[src/rtl/vn_split_update.sv]
module vn_split_update #(
  parameter int MSG_W = 6,
  parameter int SUM_W = 9,
  parameter int NREG  = 5
) (
  input  logic                    clk,
  input  logic                    rst_n,
  input  logic                    in_valid,
  input  logic [1:0]              deg_sel,
  input  logic signed [MSG_W-1:0] intr,
  input  logic [NREG*MSG_W-1:0]   reg_msgs,
  input  logic signed [SUM_W-1:0] rnd_sum,
  output logic                    reg_valid,
  output logic signed [SUM_W-1:0] reg_sum,
  output logic                    out_valid,
  output logic [NREG*MSG_W-1:0]   out_msgs
);
  localparam int TW = SUM_W + 2;
  localparam int MAXV = (1 << (MSG_W - 1)) - 1;
  localparam logic signed [TW-1:0] HI = TW'(MAXV);
  localparam logic signed [TW-1:0] LO = -HI;
  localparam int LIVE_D2 = 2;
  localparam int LIVE_D4 = 3;

  int live_cnt;
  logic signed [MSG_W-1:0] in_m [NREG];
  logic signed [SUM_W-1:0] in_acc;

  always_comb begin
    case (deg_sel)
      2'd0:    live_cnt = LIVE_D2;
      2'd1:    live_cnt = LIVE_D4;
      default: live_cnt = NREG;
    endcase
    in_acc = '0;
    for (int i = 0; i < NREG; i++) begin
      in_m[i] = (i < live_cnt) ? $signed(reg_msgs[i*MSG_W +: MSG_W]) : '0;
      in_acc  = in_acc + SUM_W'(in_m[i]);
    end
  end

  logic                    s1_valid;
  logic                    s1_nornd;
  logic [NREG-1:0]         s1_live;
  logic signed [MSG_W-1:0] s1_intr;
  logic signed [MSG_W-1:0] s1_m [NREG];

  always_ff @(posedge clk or negedge rst_n) begin
    if (!rst_n) begin
      s1_valid <= 1'b0;
      s1_nornd <= 1'b0;
      s1_live  <= '0;
      s1_intr  <= '0;
      reg_sum  <= '0;
      for (int i = 0; i < NREG; i++) s1_m[i] <= '0;
    end else begin
      s1_valid <= in_valid;
      if (in_valid) begin
        s1_nornd <= (deg_sel == 2'd0);
        s1_intr  <= intr;
        reg_sum  <= in_acc;
        for (int i = 0; i < NREG; i++) begin
          s1_m[i]    <= in_m[i];
          s1_live[i] <= (i < live_cnt);
        end
      end
    end
  end

  assign reg_valid = s1_valid;

  logic signed [TW-1:0] total;
  assign total = TW'(s1_intr) + TW'(reg_sum) + (s1_nornd ? '0 : TW'(rnd_sum));

  always_ff @(posedge clk or negedge rst_n) begin
    if (!rst_n) out_valid <= 1'b0;
    else        out_valid <= s1_valid;
  end

  for (genvar g = 0; g < NREG; g++) begin : g_slot
    logic signed [TW-1:0] diff;
    logic signed [MSG_W-1:0] sat;
    assign diff = total - TW'(s1_m[g]);
    assign sat = (diff > HI) ? MSG_W'(HI) : (diff < LO) ? MSG_W'(LO) : MSG_W'(diff);
    always_ff @(posedge clk or negedge rst_n) begin
      if (!rst_n) out_msgs[g*MSG_W +: MSG_W] <= '0;
      else if (s1_valid) out_msgs[g*MSG_W +: MSG_W] <= s1_live[g] ? sat : '0;
    end
    assert_sym_sat_R8: assert property (@(posedge clk) disable iff (!rst_n)
      out_valid |-> (out_msgs[g*MSG_W +: MSG_W] != {1'b1, {(MSG_W-1){1'b0}}}));
  end

  logic signed [SUM_W-1:0] pair_sum;
  assign pair_sum = SUM_W'($signed(reg_msgs[0 +: MSG_W])) + SUM_W'($signed(reg_msgs[MSG_W +: MSG_W]));

  assert_reset_idle_R1: assert property (@(posedge clk) disable iff (!rst_n)
    out_valid |-> $past(reg_valid));
  assert_latency_R4: assert property (@(posedge clk) disable iff (!rst_n)
    out_valid |-> $past(in_valid, 2));
  assert_regsum_R3: assert property (@(posedge clk) disable iff (!rst_n)
    (in_valid && deg_sel == 2'd0) |=> (reg_valid && reg_sum == $past(pair_sum)));
  assert_unused_zero_R7: assert property (@(posedge clk) disable iff (!rst_n)
    (reg_valid && s1_nornd) |=> (out_msgs[NREG*MSG_W-1:2*MSG_W] == '0));
endmodule

[config.mk]
export PLATFORM = sky130hd
export DESIGN_NAME = vn_split_update
export DESIGN_NICKNAME = d
export VERILOG_FILES = /design/src/rtl/vn_split_update.sv
export SDC_FILE = /design/constraint.sdc
export NUM_CORES = 1
export LEC_CHECK = 0
export BUFFER_PORTS_ARGS = -buffer_cell sky130_fd_sc_hd__buf_4
export CAP_MARGIN = 20
export CORE_ASPECT_RATIO = 1.75
export CORE_MARGIN = 1
export CORE_UTILIZATION = 25
export CTS_BUF_LIST = sky130_fd_sc_hd__clkbuf_8
export DETAILED_ROUTE_END_ITERATION = 8
export GPL_ROUTABILITY_DRIVEN = 0
export SYNTH_ARGS = -nofsm -noshare
export SYNTH_HDL_FRONTEND = slang
export SYNTH_SLANG_ARGS = --single-unit
[constraint.sdc]
create_clock -name clk -period 4.8 [get_ports clk]
set_clock_uncertainty 0.1 [all_clocks]
set_input_delay 0.48 -clock clk [delete_from_list [all_inputs] [get_ports clk]]
set_output_delay 0.48 -clock clk [all_outputs]
set_load 0.02 [all_outputs]
== Yosys cells after proc, flatten, opt, wreduce, memory -nomap -nowiden ==
Index checks and enable logic that the tools add are counted.
Word-level totals
  register bits after elaboration: 83
  output and inout port bits: 41
Operators by class
  add/sub/neg operators: 11
  order comparisons: 15
  equal/unequal tests: 1
  multiplexer cells: 22
  reduce and logical (&&, ||, !) cells: 1
Operators with widths (count)
  2-to-1 mux 6 bit: 20
  less-than comparator 3 x 32 -> 1 bit, first input constant: 2
  > comparator 11 x 6 -> 1 bit, second input constant: 5
  less-than comparator 11 x 6 -> 1 bit, second input constant: 5
  subtractor 11 x 6 -> 11 bit: 5
  less-than comparator 1 x 32 -> 1 bit, first input constant: 1
  less-than comparator 2 x 32 -> 1 bit, first input constant: 1
  less-than comparator 4 x 32 -> 1 bit, first input constant: 1
  adder 11 bit: 1
  2-to-1 mux 11 bit: 1
  adder 6 x 9 -> 10 bit: 1
  adder 8 x 6 -> 9 bit: 1
  adder 9 x 6 -> 9 bit: 1
  adder 7 x 6 -> 8 bit: 1
  adder 6 x 6 -> 7 bit: 1
  one-hot mux 3 bit (2 select lines): 1
  equality test 2 x 1 -> 1 bit, second input constant: 1
  zero test 2 bit: 1

== Depth between registers and ports, before layout ==
  word-level depth: 8
  gate-level depth with buffers: 24

== Worst setup path before layout ==
No wires, ideal clock.
  kind: register to register
  start point: register reg_sum[0]
  end point: register out_msgs[2]
  library setup time: 0.124 ns
  data arrival time: 4.808 ns
  required time: 4.576 ns
  setup slack: -0.232 ns
  cell stages (with the launch flop): 25
  buffers on the path: 0
  period minus slack after synthesis: 5.032 ns
  cells stage by stage: dfrtp_1 > ha_1 > inv_1 > fa_1 > inv_1 > a21oi_1 > o21ai_0 > a21oi_1 > o21bai_1 > xor2_1 > ha_1 > a21oi_1 > o21ai_0 > a21o_1 > a21oi_1 > xnor2_1 > ha_1 > inv_1 > nor3_1 > a221o_1 > a211oi_1 > or4bb_1 > nand2_1 > nor2_1 > a211o_1
On the way
  word-level cells in the longest chain between the ends: 7
RTL lines
  start, declared: RTL line 14  | output logic signed [SUM_W-1:0] reg_sum,
  start signal, assigned: RTL line 61  | reg_sum <= in_acc;
  adder 6 x 9 -> 10 bit *: RTL line 73  | assign total = TW'(s1_intr) + TW'(reg_sum) + (s1_nornd ? '0 : TW'(rnd_sum));
  adder 11 bit *: RTL line 73
  subtractor 11 x 6 -> 11 bit *: RTL line 83  | assign diff = total - TW'(s1_m[g]);
  less-than comparator 11 x 6 -> 1 bit: RTL line 84  | assign sat = (diff > HI) ? MSG_W'(HI) : (diff < LO) ? MSG_W'(LO) : MSG_W'(diff);
  2-to-1 mux 6 bit: RTL line 84
  2-to-1 mux 6 bit *: RTL line 84
  2-to-1 mux 6 bit *: RTL line 87  | else if (s1_valid) out_msgs[g*MSG_W +: MSG_W] <= s1_live[g] ? sat : '0;
  end signal, assigned by index: RTL line 87
  end, declared: RTL line 16  | output logic [NREG*MSG_W-1:0] out_msgs
Every way passes the cells marked *; elsewhere a longest branch is shown, timed or not.
A chain may end at the register's enable or synchronous reset.

== Final worst setup path ==
  start point: register s1_intr[0]
  end point: register out_msgs[4]
On the way
  word-level cells in the longest chain between the ends: 7
RTL lines
  start, declared: RTL line 45  | logic signed [MSG_W-1:0] s1_intr;
  start signal, assigned: RTL line 60  | s1_intr <= intr;
  adder 6 x 9 -> 10 bit *: RTL line 73
  adder 11 bit *: RTL line 73
  subtractor 11 x 6 -> 11 bit *: RTL line 83
  less-than comparator 11 x 6 -> 1 bit: RTL line 84
  2-to-1 mux 6 bit: RTL line 84
  2-to-1 mux 6 bit *: RTL line 84
  2-to-1 mux 6 bit *: RTL line 87
Marked as above.

==> flow_metrics.tcl <==
set metrics [dict create \
    syn_inst 798 \
    clk_pin_slew_ns 0.08 \
    clock_latency_ns 0.40 \
    grt_usage_pct 14.9 \
    core_area_mm2 0.0288 \
    finalCritPeriodShare_pct 102 \
    cts_tree "yes" \
    fin_hold_ws_ns 0.196 \
    synth_simple_gate_area_share_pct 14.8 \
    drtAntennaViolNets 0 \
    fmax_mhz 205 \
    die-height_um 229 \
    cts_buffer_depth 2 \
    drv_cap 0 \
    nFillCells 2999 \
    fin_ws_ns -0.0771 \
    antenna_cells 0 \
    worstSetupPathType "flop to flop" \
    synthAdderAreaFrac_pct 20.5 \
    gr-total-overflow 0 \
    io_pins 91 \
    syn2layout_area_growth_pct 29.7 \
    wire_per_inst_um 16.7 \
    drive_above_1_share_pct 28.6 \
    synthMuxAreaShare_pct 4.22 \
    cts-root-buf "clkbuf_8" \
    grt_max_degree 83 \
    synth-compound-area-share_pct 21.9 \
    synth-xor-area-share_pct 6.00 \
    violations "setup timing" \
    htreeDepth 3 \
    clkSinkCount 83 \
    synth_warnings 0 \
    fp.dieW_um 132 \
    initial_core_util_pct 25.6 \
    die_area_mm2 0.0303 \
    setup_viol 4 \
    outcome "complete, but fails checks" \
    avgSynthCellArea_um2 9.26 \
    cts_buffers 9 \
    synth_fp_nets 953 \
    grt_pass1_wl_um 34900 \
    rsz0062_at_grt "true" \
    finalNetCount 1101 \
    timing.final.crit_period_ns 4.88 \
    drc 0 \
    relSlewSlack_pct 44.4 \
    synth.distinct_cells 77 \
    synth_seq_area_share_pct 28.1 \
    fin_setup_tns_ns -0.247 \
    routed_wirelength_um 22200 \
    synth_top_family_by_area "compound AO/OA/AOI/OAI gates" \
    start_kind "flop" \
    synthArstFlopShare_pct 100 \
    slew_viol_final 0 \
    portBuffers 90 \
    yosys_register_bits 83 \
    grt_pass1_vias 6682 \
    hold_path.class "input port to flop" \
    antenna_found_initial 0 \
    hpwl_um 17700 \
    viasPerCell 4.86 \
    firstDrtPassIters 4 \
    final_cell_mix "buf_4, dfrtp_1, ha_1" \
    synth-edff-count 0 \
    tightest_slew_ns 0.833 \
    critPathMaxFanout 4 \
    dp_slack_ns -0.220 \
    utilization_pct 33.2 \
    ys.flop_type "dfrtp_1" \
    end_kind "flop" \
    vias 6460 \
    drt_iter0_markers 181 \
    row_count 82 \
    syn_area_mm2 0.00739 \
    worstPathArrival_ns 5.05 \
    final_hold_viol_count 0 \
    mostFrequentLayoutCell "buf_4" \
    crit_required_ns 4.97 \
]
-- cells in the mapped netlist (all sizes together) (15+ instances only) --
master   n  area, um2
a21o    15        113
a21oi   41        220
and2    17        106
clkbuf  20       76.3
dfrtp   83       2080
fa      27        541
ha      78        976
inv     61        229
mux2    17        191
nand2   51        191
nor2    36        135
nor2b   32        208
o21a    16        120
o21ai   70        350
xnor2   24        218
xor2    23        201
-- state kept, by name, summed over array words and instances (netlist names) --
name	cells
s1_intr	6
s1_m	30
s1_live	5
out_msgs	30
s1_nornd	1
reg_sum	9
reg_valid	1
out_valid	1
-- area by class of cell --
class	count	area (um2)	area share, %
clock buffers	10	138	1.44
clock inverters	6	50.0	0.523
inverters	63	238	2.48
multi-input cells	630	5390	56.3
flip-flops and latches	83	2080	21.7
well taps	378	473	4.94
repair buffers	159	1210	12.6
-- critical path, stage by stage (launching register included) --
cell      delay, ns
dfrtp_1        0.40
ha_4           0.15
inv_2          0.04
fa_2           0.35
buf_4          0.15
xnor2_1        0.11
ha_1           0.34
nor2b_4        0.14
o31a_1         0.29
or4_4          0.46
a31oi_4        0.21
xnor2_2        0.17
ha_4           0.25
nand3b_1       0.08
o31ai_1        0.07
a221o_1        0.30
a211oi_2       0.23
or4bb_4        0.51
nand2_4        0.08
nor2_2         0.05
a221o_1        0.26
-- path summary, 6_finish.rpt --
| check | startpoint | end | slack [ns] | cells past startpoint |
|---|---|---|---|---|
| worst min-delay path | intr[1] | s1_intr[1] | 0.20 | 3 |
| worst min register to register | out_msgs[7] | out_msgs[7] | 0.39 | 1 |
| max in group asynchronous | rst_n | out_msgs[10] | 3.06 | 3 |
| worst max register to register | s1_intr[0] | out_msgs[4] | -0.08 | 20 |
| worst max-delay path | s1_intr[0] | out_msgs[4] | -0.08 | 20 |
| min in group asynchronous | rst_n | s1_intr[2] | 0.44 | 2 |
-- cell families after synthesis --
group | Yosys count
xor+xnor | 48
simple gates | 206
mux | 29
fa+ha+maj | 105
buf+inv | 85
compound gates | 242
flops | 83
-- routing by layer --
layer  global-route usage (%)  vias up  share of wire [%]
met5                        0        -                  0
met4                     7.41        0                4.3
met3                     2.72       49                3.5
met2                     27.4      155                 53
met1                     16.2     3075                 40
li1                         -     3181                  -
-- through the flow --
| stage | std cells | area, um2 |
|---|---|---|
| global route | 1329 | 9580 |
| global placement | 1309 | 8960 |
| detailed placement | 1309 | 8960 |
| finish | 1329 | 9580 |
| CTS | 1327 | 9290 |
| floorplan | 798 | 7420 |
-- timing repair --
item                                   4_1_cts  5_1_grt
hold buffers                                 1        0
gates resized for setup                     29       57
setup buffers                                1        2
endpoints found under the hold margin       27        0
setup endpoints to repair                   23       27
pin swaps                                   26       24
Power is not shown: default switching activity piles up to over one toggle a cycle in this logic, so the estimate is an artifact.
